File: src/rtl/tbd_pkg.sv
package tbd_pkg;
    parameter int unsigned DW = 8;

    localparam int unsigned Z_FN  = 0;
    localparam int unsigned Z_SH  = 1;
    localparam int unsigned Z_AS  = 2;
    localparam int unsigned Z_EXT = 3;
    localparam int unsigned Z_SRC = 4;
    localparam int unsigned RD_SRC = 2;

    typedef struct packed {
        logic [DW-1:0] r1;
        logic [DW-1:0] r0;
    } regs_t;
endpackage

File: src/rtl/tbd_funcunit.sv
module tbd_funcunit #(
    parameter int W = 8
) (
    input  logic [W-1:0] a_i,
    input  logic [W-1:0] b_i,
    input  logic [3:0]   sel_i,
    output logic [W-1:0] y_o
);
    // each bit looks up the truth table entry indexed by its operand pair
    for (genvar i = 0; i < W; i++) begin : g_bit
        assign y_o[i] = sel_i[{a_i[i], b_i[i]}];
    end
endmodule

File: src/rtl/tbd_shifter.sv
module tbd_shifter #(
    parameter int W = 8
) (
    input  logic [W-1:0] a_i,
    input  logic         on_i,
    input  logic         left_i,
    output logic [W-1:0] y_o
);
    always_comb begin
        y_o = a_i;
        if (on_i) begin
            if (left_i) y_o = {a_i[W-2:0], 1'b0};
            else        y_o = {1'b0, a_i[W-1:1]};
        end
    end
endmodule

File: src/rtl/tbd_addsub.sv
module tbd_addsub #(
    parameter int W = 8
) (
    input  logic [W-1:0] a_i,
    input  logic [W-1:0] b_i,
    input  logic         sub_i,
    output logic [W-1:0] y_o
);
    logic [W-1:0] b_eff;
    logic [W-1:0] cin;
    assign b_eff = b_i ^ {W{sub_i}};
    assign cin   = {{(W-1){1'b0}}, sub_i};
    // carry-out falls off the W-bit result
    assign y_o   = a_i + b_eff + cin;
endmodule

File: src/rtl/tbd_bus.sv
module tbd_bus #(
    parameter int W = 8,
    parameter int N = 2
) (
    input  logic                clk,
    input  logic                rst,
    input  logic [N-1:0]        en_i,
    input  logic [N-1:0][W-1:0] src_i,
    output logic [W-1:0]        bus_o
);
    logic [W-1:0] hold_d, hold_q;

    always_comb begin
        bus_o = hold_q;
        for (int k = 0; k < N; k++) begin
            if (en_i[k]) bus_o = src_i[k];
        end
        hold_d = bus_o;
    end

    always_ff @(posedge clk) begin
        if (rst) hold_q <= '0;
        else     hold_q <= hold_d;
    end


    one_driver_chk: assert property (@(posedge clk) disable iff (rst)
        $countones(en_i) <= 1);


    bus_hold_chk: assert property (@(posedge clk) disable iff (rst)
        (!(|en_i) && !$past(rst)) |-> (bus_o == $past(bus_o)));
endmodule

File: src/rtl/tbd_datapath.sv
module tbd_datapath
    import tbd_pkg::*;
(
    input  logic          clk,
    input  logic          rst,
    input  logic [DW-1:0] ext_d_i,
    output logic [DW-1:0] ext_q_o,
    input  logic [3:0]    fn_sel_i,
    input  logic          fn_en_i,
    input  logic          sh_on_i,
    input  logic          sh_left_i,
    input  logic          sh_en_i,
    input  logic          sub_i,
    input  logic          as_en_i,
    input  logic          r0_wr_i,
    input  logic          r0_rda_i,
    input  logic          r0_rdb_i,
    input  logic          r1_wr_i,
    input  logic          r1_rda_i,
    input  logic          r1_rdb_i,
    input  logic          ext_ld_i,
    input  logic          ext_rd_i
);
    regs_t regs_d, regs_q;

    logic [DW-1:0] bus_a, bus_b, bus_z;
    logic [DW-1:0] fn_y, sh_y, as_y;

    logic [Z_SRC-1:0]           z_en;
    logic [Z_SRC-1:0][DW-1:0]   z_src;

    assign z_en[Z_FN]   = fn_en_i;
    assign z_en[Z_SH]   = sh_en_i;
    assign z_en[Z_AS]   = as_en_i;
    assign z_en[Z_EXT]  = ext_ld_i;
    assign z_src[Z_FN]  = fn_y;
    assign z_src[Z_SH]  = sh_y;
    assign z_src[Z_AS]  = as_y;
    assign z_src[Z_EXT] = ext_d_i;

    // operand buses: register port 0 -> A, port 1 -> B
    tbd_bus #(.W(DW), .N(RD_SRC)) u_bus_a (
        .clk   (clk),
        .rst   (rst),
        .en_i  ({r1_rda_i, r0_rda_i}),
        .src_i ({regs_q.r1, regs_q.r0}),
        .bus_o (bus_a)
    );

    tbd_bus #(.W(DW), .N(RD_SRC)) u_bus_b (
        .clk   (clk),
        .rst   (rst),
        .en_i  ({r1_rdb_i, r0_rdb_i}),
        .src_i ({regs_q.r1, regs_q.r0}),
        .bus_o (bus_b)
    );

    tbd_bus #(.W(DW), .N(Z_SRC)) u_bus_z (
        .clk   (clk),
        .rst   (rst),
        .en_i  (z_en),
        .src_i (z_src),
        .bus_o (bus_z)
    );

    // read stage: a one-source holding bus from A to the pins
    tbd_bus #(.W(DW), .N(1)) u_rd_stage (
        .clk   (clk),
        .rst   (rst),
        .en_i  (ext_rd_i),
        .src_i (bus_a),
        .bus_o (ext_q_o)
    );

    tbd_funcunit #(.W(DW)) u_fn (
        .a_i   (bus_a),
        .b_i   (bus_b),
        .sel_i (fn_sel_i),
        .y_o   (fn_y)
    );

    tbd_shifter #(.W(DW)) u_sh (
        .a_i    (bus_a),
        .on_i   (sh_on_i),
        .left_i (sh_left_i),
        .y_o    (sh_y)
    );

    tbd_addsub #(.W(DW)) u_as (
        .a_i   (bus_a),
        .b_i   (bus_b),
        .sub_i (sub_i),
        .y_o   (as_y)
    );

    always_comb begin
        regs_d = regs_q;
        if (r0_wr_i) regs_d.r0 = bus_z;
        if (r1_wr_i) regs_d.r1 = bus_z;
    end

    always_ff @(posedge clk) begin
        if (rst) regs_q <= '0;
        else     regs_q <= regs_d;
    end


    reg0_write_chk: assert property (@(posedge clk) disable iff (rst)
        r0_wr_i |=> (regs_q.r0 == $past(bus_z)));


    reg1_write_chk: assert property (@(posedge clk) disable iff (rst)
        r1_wr_i |=> (regs_q.r1 == $past(bus_z)));


    reg_keep_chk: assert property (@(posedge clk) disable iff (rst)
        (!r0_wr_i && !r1_wr_i) |=> $stable(regs_q));


    read_a_chk: assert property (@(posedge clk) disable iff (rst)
        (r0_rda_i && !r1_rda_i) |-> (bus_a == regs_q.r0));


    read_b_chk: assert property (@(posedge clk) disable iff (rst)
        (r1_rdb_i && !r0_rdb_i) |-> (bus_b == regs_q.r1));


    out_follow_chk: assert property (@(posedge clk) disable iff (rst)
        ext_rd_i |-> (ext_q_o == bus_a));
endmodule

File: config.mk
export PLATFORM = sky130hd
export DESIGN_NAME = tbd_datapath
export DESIGN_NICKNAME = d
export VERILOG_FILES = /design/src/rtl/tbd_pkg.sv /design/src/rtl/tbd_funcunit.sv /design/src/rtl/tbd_shifter.sv /design/src/rtl/tbd_addsub.sv /design/src/rtl/tbd_bus.sv /design/src/rtl/tbd_datapath.sv
export SDC_FILE = /design/constraint.sdc
export NUM_CORES = 1
export LEC_CHECK = 0
export BUFFER_PORTS_ARGS = -buffer_cell sky130_fd_sc_hd__buf_4
export CORE_ASPECT_RATIO = 0.9
export CORE_UTILIZATION = 59
export CTS_CLUSTER_SIZE = 10
export DETAILED_ROUTE_END_ITERATION = 12
export PLACE_DENSITY_LB_ADDON = 0.3
export RECOVER_POWER = 25
export SETUP_SLACK_MARGIN = 0.15
export SYNTH_ARGS = -nofsm -noshare
export SYNTH_HDL_FRONTEND = slang
export SYNTH_SLANG_ARGS = --single-unit
File: constraint.sdc
create_clock -name clk -period 4 [get_ports clk]
set_clock_uncertainty 0.15 [all_clocks]
set_input_delay 0.2 -clock clk [delete_from_list [all_inputs] [get_ports clk]]
set_output_delay 0.2 -clock clk [all_outputs]
set_load 0.005 [all_outputs]
# Yosys cells after proc, flatten, opt, wreduce, memory -nomap -nowiden
# Index checks and enable logic that the tools add are counted.
[op_classes]
n_addsub = 2
multipliers = 0
div = 0
order_cmp = 8
eq_ne = 0
n_shift = 0
muxes = 27
bitwise = 1
reduce_logical = 0
[op_table]
columns = ["op", "count"]
rows = [
  ["$mux 8", 11],
  ["$lt 2x3->1 const B", 8],
  ["$bmux 1 s2", 8],
  ["$add 8x1->8", 1],
  ["$add 8x8->8", 1],
  ["$mux 1", 8],
  ["$xor 8x8->8", 1],
]
[totals]
reg_bits = 48
latch_bits = 0
mem_bits_rw = 0
rom_bits = 0
in_bits = 28
out_inout_bits = 8
word_cells = 44
n_memories = 0

# Longest topological paths before layout
# Gate-level depths: netlist of the first run.
[logic_depth]
word_depth = 8
ltp_mapped = 12
mapped_depth_nobuf = 11

# Hierarchy
# From an unflattened synthesis of the first run, not the netlist that was laid out.
[hier_totals]
hier_cells = 326
hier_area_um2 = 3166.8
[by_module_without_submodules]
columns = ["module", "n_inst", "cells_per_inst", "area_each_um2"]
rows = [
  ["tbd_bus (u_bus_a ...)", 2, 44, 430.4],
  ["tbd_bus (u_bus_z)", 1, 79, 638.1],
  ["tbd_datapath", 1, 52, 579.3],
  ["tbd_addsub", 1, 47, 394.1],
  ["tbd_bus (u_rd_stage)", 1, 25, 341.6],
  ["tbd_funcunit", 1, 8, 180.2],
  ["tbd_shifter", 1, 27, 172.7],
]

# Worst setup path before layout of the first run
# Ideal clock, no wire load.
[synth_path]
path_kind = "input -> register"
startpoint = "input port r0_rdb_i"
endpoint = "register regs_q[13]"
setup_ns = 0.091
t_arrival_ns = 2.634
t_required_ns = 3.759
path_slack_ns = 1.125
stages = 11
path_buffers = 1
path_cell_list = "buf_4 > mux2i_1 > nor2_1 > a21oi_1 > xnor2_1 > ha_1 > or4b_4 > mux2i_4 > nor4_1 > or4_4 > a311oi_1"
[synth_via]
elab_chain_cells = 8
[synth_lines]
columns = ["item", "line_no", "source"]
rows = [
  ["start: declaration", "tbd_datapath.sv:17", "input logic r0_rdb_i,"],
  ["$mux 8 (*) (2 in series)", "tbd_bus.sv:16", "if (en_i[k]) bus_o = src_i[k];"],
  ["parallel branches: the longest is 4 deep, another holds $add 8x8->8", "n/a", ""],
  ["$mux 8 (*) (2 in series)", "tbd_bus.sv:16", ""],
  ["end signal: assignment", "tbd_datapath.sv:104", "else regs_q <= regs_d;"],
  ["end: declaration", "tbd_datapath.sv:24", "regs_t regs_d, regs_q;"],
]
# Every way passes the cells marked *. The select of a mux whose other input is x is not followed.
# A chain may end at the register's enable or synchronous reset.

# Final worst setup path of the first run
[layout_path]
startpoint = "register regs_q[0]"
endpoint = "register regs_q[12]"
[layout_via]
elab_chain_cells = 7
[layout_lines]
columns = ["item", "line_no", "source"]
rows = [
  ["$mux 8 (2 in series)", "tbd_bus.sv:16", ""],
  ["$xor 8x8->8", "tbd_addsub.sv:11", "assign b_eff = b_i ^ {W{sub_i}};"],
  ["$add 8x8->8 (*)", "tbd_addsub.sv:14", "assign y_o = a_i + b_eff + cin;"],
  ["$add 8x1->8 (*)", "tbd_addsub.sv:14", ""],
  ["$mux 8 (*) (2 in series)", "tbd_bus.sv:16", ""],
]
# Every way passes the cells marked *; elsewhere a longest branch is shown, timed or not.

==> impl_metrics.env, run 1 <==
export IMPL_start_util_pct=62.8
export IMPL_synth_xor_xnor_area_share_pct=3.76
export IMPL_ys_warn_count=0
export IMPL_ys_types=61
export IMPL_crit_family="compound AO/OA/AOI/OAI gates"
export IMPL_drv_slew=0
export IMPL_max_stage_delay_ns=0.57
export IMPL_muxShareOfSynthArea_pct=20.1
export IMPL_pwr_share_seq_pct=40.8
export IMPL_ios=36
export IMPL_drt_pass1_iterations=5
export IMPL_drive_above_1_share_pct=23.0
export IMPL_wirelength_microns=8520
export IMPL_fmax_ghz=0.316
export IMPL_cts_sinks=48
export IMPL_io_buffers=35
export IMPL_synth_simple_gate_area_share_pct=17.5
export IMPL_rows=24
export IMPL_synth_seq_cells=48
export IMPL_outcome="finished clean"
export IMPL_grt_max_degree=36
export IMPL_swShare_pct=32.7
export IMPL_synth_nets=377
export IMPL_die_area_sq_mm=0.00560
export IMPL_required_ns=4.03
export IMPL_worst_setup_path_start_kind="flip-flop"
export IMPL_die_h_microns=71.1
export IMPL_final_antenna_net_count=0
export IMPL_wl_per_cell_microns=19.8
export IMPL_synth_main_ff_cell="dfxtp_1"
export IMPL_postCtsSetupRepairBufs=0
export IMPL_cap_violations=0
export IMPL_netlist_instances=342
export IMPL_vias=2844
export IMPL_timing_final_ws_setup_ns=0.836
export IMPL_nNetsFinal=400
export IMPL_crit_arrival_ns=3.19
export IMPL_leakage_nw=1.45
export IMPL_power_internal_mw=0.890
export IMPL_core_area_sq_mm=0.00498
export IMPL_clock_path_buffers=2
export IMPL_critPathMaxFanout=7
export IMPL_die_width_microns=78.8
export IMPL_setup_viol=0
export IMPL_grt_overflow_total=0
export IMPL_synth_top_family_by_area="compound AO/OA/AOI/OAI gates"
export IMPL_postCtsHoldBufs=0
export IMPL_drtIter0Drc=362
export IMPL_seq_area_frac_synth_pct=30.7
export IMPL_p_clk_share_pct=27.7
export IMPL_path_class="flip-flop to flip-flop"
export IMPL_finalCriticalPeriod_ns=3.16
export IMPL_p_per_area_mw_per_mm2=382
export IMPL_synth_edf_count=0
export IMPL_syn_area_per_cell_sq_um=9.15
export IMPL_first_global_vias=2520
export IMPL_ctsResizeCount=0
export IMPL_track_usage_pct=32.4
export IMPL_area_growth_pct=10.9
export IMPL_cts_root_buf="clkbuf_8"
export IMPL_finalSetupTns_ns=0
export IMPL_grt_pass1_wl_microns=13600
export IMPL_min_period_over_period_pct=79.1
export IMPL_combPwrFrac_pct=31.5
export IMPL_hold_viol=0
export IMPL_worstSetupEndpointType="flip-flop"
export IMPL_cts_clk_slew_worst_paths_ns=0.10
export IMPL_layout_commonest_cell="dfxtp_1"
export IMPL_cts_buffers=5
export IMPL_syn_cell_area_sq_mm=0.00313
export IMPL_drc=0
export IMPL_antenna_found_initial=0
export IMPL_final_cell_mix="dfxtp_1 (48), buf_4 (37), nor2_1 (36), nand2_1 (24), mux2i_1 (20)"
export IMPL_path_cells="mux2_1, mux2i_2, clkbuf_1, o21ai_0, ha_1, or3_1, o22a_1, xor2_1, a2111oi_0, nor3_1"
export IMPL_dp_hpwl_microns=6160
export IMPL_cts_tree="yes"
export IMPL_rsz0062_at_grt="false"
export IMPL_critPathBufInv=1
export IMPL_vias_per_cell=6.60
export IMPL_htreeDepth=2
export IMPL_clk_latency_ns=0.30
export IMPL_finalPower_mw=1.32
export IMPL_hold_class="primary input to flip-flop"
export IMPL_power_switching_mw=0.433
export IMPL_async_reset_ff_share_pct=0
export IMPL_gp_congestion=0.984
export IMPL_max_slew_margin_rel_pct=50.4
export IMPL_antenna_cells=0
export IMPL_crit_slowest_cell="a2111oi_0"
export IMPL_synth_compound_area_share_pct=20.1
export IMPL_worst_slew_pin_slew_ns=0.743
export IMPL_synth_adder_area_share_pct=2.80
export IMPL_dp_slack_ns=0.798
export IMPL_max_vdd_ir_drop_uv=260
==> metrics by stage <==
stage          hold slack [ns]  util (%)  instance area, sq um  instances
2_1_floorplan            0.220         -                  3130        342
3_3_place_gp             0.341      67.7                  3370        423
3_5_place_dp             0.348      67.7                  3370        423
4_1_cts                 0.0361      70.0                  3490        431
5_1_grt                 0.0749      69.6                  3470        431
6_report                0.0330      69.6                  3470        431
==> cell type report <==
cell class / count / area [sq um]
Clock buffer: 5 / 68.8
Clock inverter: 3 / 46.3
Fill cell: 412 / 1520
Inverter: 8 / 30.0
Multi-Input combinational cell: 263 / 2000
Sequential cell: 48 / 961
Tap cell: 65 / 81.3
Timing Repair Buffer: 39 / 285
==> cells in the mapped netlist (3+ instances only) <==
library cell | number | area (sq um)
nor3_1 | 5 | 25.0
nor2_1 | 36 | 135
o21a_1 | 5 | 37.5
a32oi_1 | 3 | 26.3
a21o_1 | 3 | 22.5
a311oi_1 | 3 | 26.3
dfxtp_1 | 48 | 961
nand2b_1 | 6 | 37.5
inv_1 | 7 | 26.3
o211ai_1 | 7 | 52.6
mux2_2 | 14 | 158
nand3_1 | 7 | 35.0
a21oi_1 | 11 | 55.1
nor2b_1 | 6 | 37.5
and2_1 | 13 | 81.3
nand2_1 | 24 | 90.1
clkbuf_1 | 12 | 45.0
o21ai_0 | 9 | 45.0
o21ai_1 | 4 | 20.0
mux4_2 | 8 | 180
ha_1 | 7 | 87.6
buf_4 | 4 | 30.0
xnor2_1 | 8 | 70.1
a221oi_1 | 6 | 52.6
mux2i_1 | 19 | 190
or2_2 | 4 | 25.0
o31ai_1 | 3 | 22.5
a211oi_1 | 13 | 97.6
==> state kept, by name (all words and copies together), names as in the netlist <==
register and flops:
regs_q 16, u_bus_a.hold_q 8, u_bus_b.hold_q 8, u_bus_z.hold_q 8, u_rd_stage.hold_q 8
==> power groups by stage <==
stage / combinational, mW / sequential, mW / clock [mW]
after floorplan: 0.304 / 0.539 / 0
after global placement: 0.403 / 0.549 / 0
after global routing: 0.451 / 0.543 / 0.391
after CTS: 0.412 / 0.539 / 0.367
final: 0.417 / 0.540 / 0.367
after detailed placement: 0.409 / 0.550 / 0
==> final timing paths <==
check | from | end | slack, ns | depth (start not counted)
max | regs_q[0] | regs_q[12] | 0.84 | 10
min reg2reg | regs_q[0] | regs_q[0] | 0.36 | 2
max reg2reg | regs_q[0] | regs_q[12] | 0.84 | 10
min | ext_d_i[2] | u_bus_z.hold_q[2] | 0.03 | 3
==> logic make-up after synthesis <==
logic type	Yosys count
and+or+nand+nor	111
DFF	48
adders and majority gates	7
buffers and inverters	31
muxes	47
AOI/OAI and AO/OA	87
xor gates and xnor gates	11
==> per-layer routing <==
metal	vias to the layer above	GRT usage, %	routed length (microns)
met5	-	0	0
met4	0	7.82	119
met3	14	5.16	937
met2	161	48.5	3780
met1	1360	48.5	3690
li1	1309	-	-
==> tightest hold or removal path, stage by stage <==
cell,delay (ns)
buf_4,0.08
nor2b_1,0.05
nor3_1,0.11
Power figures use the tool's default switching activity.
==> inputs of run 2 (changes only) <==
==> constraint.sdc (replaced) <==
create_clock -name clk -period 3.1 [get_ports clk]
set_clock_uncertainty 0.15 [all_clocks]
set_input_delay 0.155 -clock clk [delete_from_list [all_inputs] [get_ports clk]]
set_output_delay 0.155 -clock clk [all_outputs]
set_load 0.005 [all_outputs]
==> impl_metrics.env, run 2 (synthesized netlist as in run 1, its figures left out) <==
export IMPL_antenna_found_initial=0
export IMPL_dpl_cell_area_sq_mm=0.00344
export IMPL_drt_pass1_iterations=5
export IMPL_largest_reg_flops=16
export IMPL_required_ns=3.14
export IMPL_hold_depth=3
export IMPL_clk_latency_ns=0.31
export IMPL_timing_hold_ws_ns=0.00156
export IMPL_core_area_sq_mm=0.00498
export IMPL_drtIter0Drc=341
export IMPL_dp_cells=432
export IMPL_power_switching_mw=0.556
export IMPL_first_global_vias=2755
export IMPL_final_cell_mix="buf_4 (48), dfxtp_1 (48), nor2_1 (36), nand2_1 (24), mux2i_1 (20)"
export IMPL_rows=24
export IMPL_worst_setup_path_start_kind="flip-flop"
export IMPL_setup_viol=0
export IMPL_p_clk_share_pct=23.5
export IMPL_max_slew_margin_rel_pct=48.9
export IMPL_drive_above_1_share_pct=26.1
export IMPL_vias=2883
export IMPL_cts_buffers=5
export IMPL_final_antenna_net_count=0
export IMPL_clock_path_buffers=2
export IMPL_p_per_area_mw_per_mm2=465
export IMPL_track_usage_pct=33.3
export IMPL_swShare_pct=33.4
export IMPL_worst_slew_pin_slew_ns=0.746
export IMPL_stdcell_count=445
export IMPL_area_growth_pct=14.5
export IMPL_hold_viol=0
export IMPL_cts_root_buf="clkbuf_8"
export IMPL_dp_hpwl_microns=6290
export IMPL_finalSetupTns_ns=0
export IMPL_start_util_pct=62.8
export IMPL_drv_slew=0
export IMPL_die_area_sq_mm=0.00560
export IMPL_min_period_over_period_pct=93.0
export IMPL_critPathMaxFanout=5
export IMPL_stdcell_area_sq_mm=0.00358
export IMPL_nNetsFinal=414
export IMPL_top_register="regs_q"
export IMPL_worstSetupEndpointType="flip-flop"
export IMPL_outcome="finished clean"
export IMPL_drc=0
export IMPL_cap_violations=0
export IMPL_wirelength_microns=8700
export IMPL_max_vdd_ir_drop_uv=334
export IMPL_antenna_cells=0
export IMPL_worstRegToRegCells=9
export IMPL_use_met1_pct=42.9
export IMPL_hold_class="primary input to flip-flop"
export IMPL_ios=36
export IMPL_cts_sinks=48
export IMPL_cts_tree="yes"
export IMPL_path_class="flip-flop to flip-flop"
export IMPL_io_buffers=35
export IMPL_grt_use_met2_pct=52.2
export IMPL_grt_overflow_total=0
export IMPL_power_internal_mw=1.11
export IMPL_htreeDepth=2
export IMPL_finalCriticalPeriod_ns=2.88
export IMPL_grt_max_degree=36
export IMPL_gr_usage_met3_pct=8.39
export IMPL_wl_per_cell_microns=19.5
export IMPL_die_width_microns=78.8
export IMPL_leakage_nw=1.52
export IMPL_grt_busiest_layer="met2"
export IMPL_grt_pass1_wl_microns=13900
export IMPL_nFillCells=421
export IMPL_pwr_share_seq_pct=41.4
export IMPL_combPwrFrac_pct=35.1
export IMPL_cts_clk_slew_worst_paths_ns=0.08
export IMPL_finalPower_mw=1.66
export IMPL_rsz0062_at_grt="true"
export IMPL_crit_arrival_ns=2.92
export IMPL_gp_congestion=0.939
export IMPL_die_h_microns=71.1
export IMPL_vias_per_cell=6.48
export IMPL_fmax_ghz=0.347
==> run 2: layout make-up <==
cell class                      count  area, sq um  share of cell area [%]
Clock inverter                      2         10.0                   0.279
Inverter                            8         30.0                   0.838
Timing Repair Buffer               53          395                    11.0
Tap cell                           65         81.3                    2.27
Sequential cell                    48          961                    26.8
Clock buffer                        6         82.6                    2.31
Multi-Input combinational cell    263         2020                    56.4
==> run 2: what timing repair did <==
action | 4_1_cts | 5_1_grt
endpoints found under the hold margin | 2 | 0
hold buffers | 2 | 0
buffers inserted | 0 | 3
endpoints found under the setup margin | 0 | 11
gates resized for setup | 0 | 10
==> run 2: power groups by stage <==
| stage | Combinational [mW] | Clock, mW | Sequential, mW |
|---|---|---|---|
| floorplan | 0.392 | 0 | 0.695 |
| global placement | 0.538 | 0 | 0.702 |
| detailed placement | 0.550 | 0 | 0.703 |
| CTS | 0.556 | 0.399 | 0.689 |
| global route | 0.627 | 0.419 | 0.693 |
| finish | 0.584 | 0.392 | 0.689 |
==> run 2: worst paths after layout <==
path	from	slack (ns)	to
worst max-delay path	regs_q[3]	0.22	regs_q[4]
worst min-delay path	ext_d_i[0]	0.002	u_bus_z.hold_q[0]
worst max register to register	regs_q[3]	0.22	regs_q[4]
worst min register to register	regs_q[6]	0.36	regs_q[6]
==> run 2: through the flow <==
step                      setup WS (ns)  utilization (%)
final                             0.216             71.9
after global routing             0.0707             71.9
after detailed placement          0.131             69.1
after CTS                         0.204             71.3
after floorplan                   0.270                -
after global placement            0.154             69.1
==> run 2: critical path, stage by stage (launching register included) <==
cell,delay [ns]
dfxtp_1,0.33
mux2_2,0.27
mux2i_1,0.30
xnor2_1,0.13
ha_1,0.26
or3_1,0.38
o22a_1,0.23
xor2_1,0.21
a2111oi_2,0.41
nor3_1,0.08
==> run 2: layer usage <==
metal / share of wire (%) / routed length (microns)
met3: 10 / 891
met5: 0 / 0
met2: 46 / 4010
met1: 41 / 3580
met4: 2.5 / 216
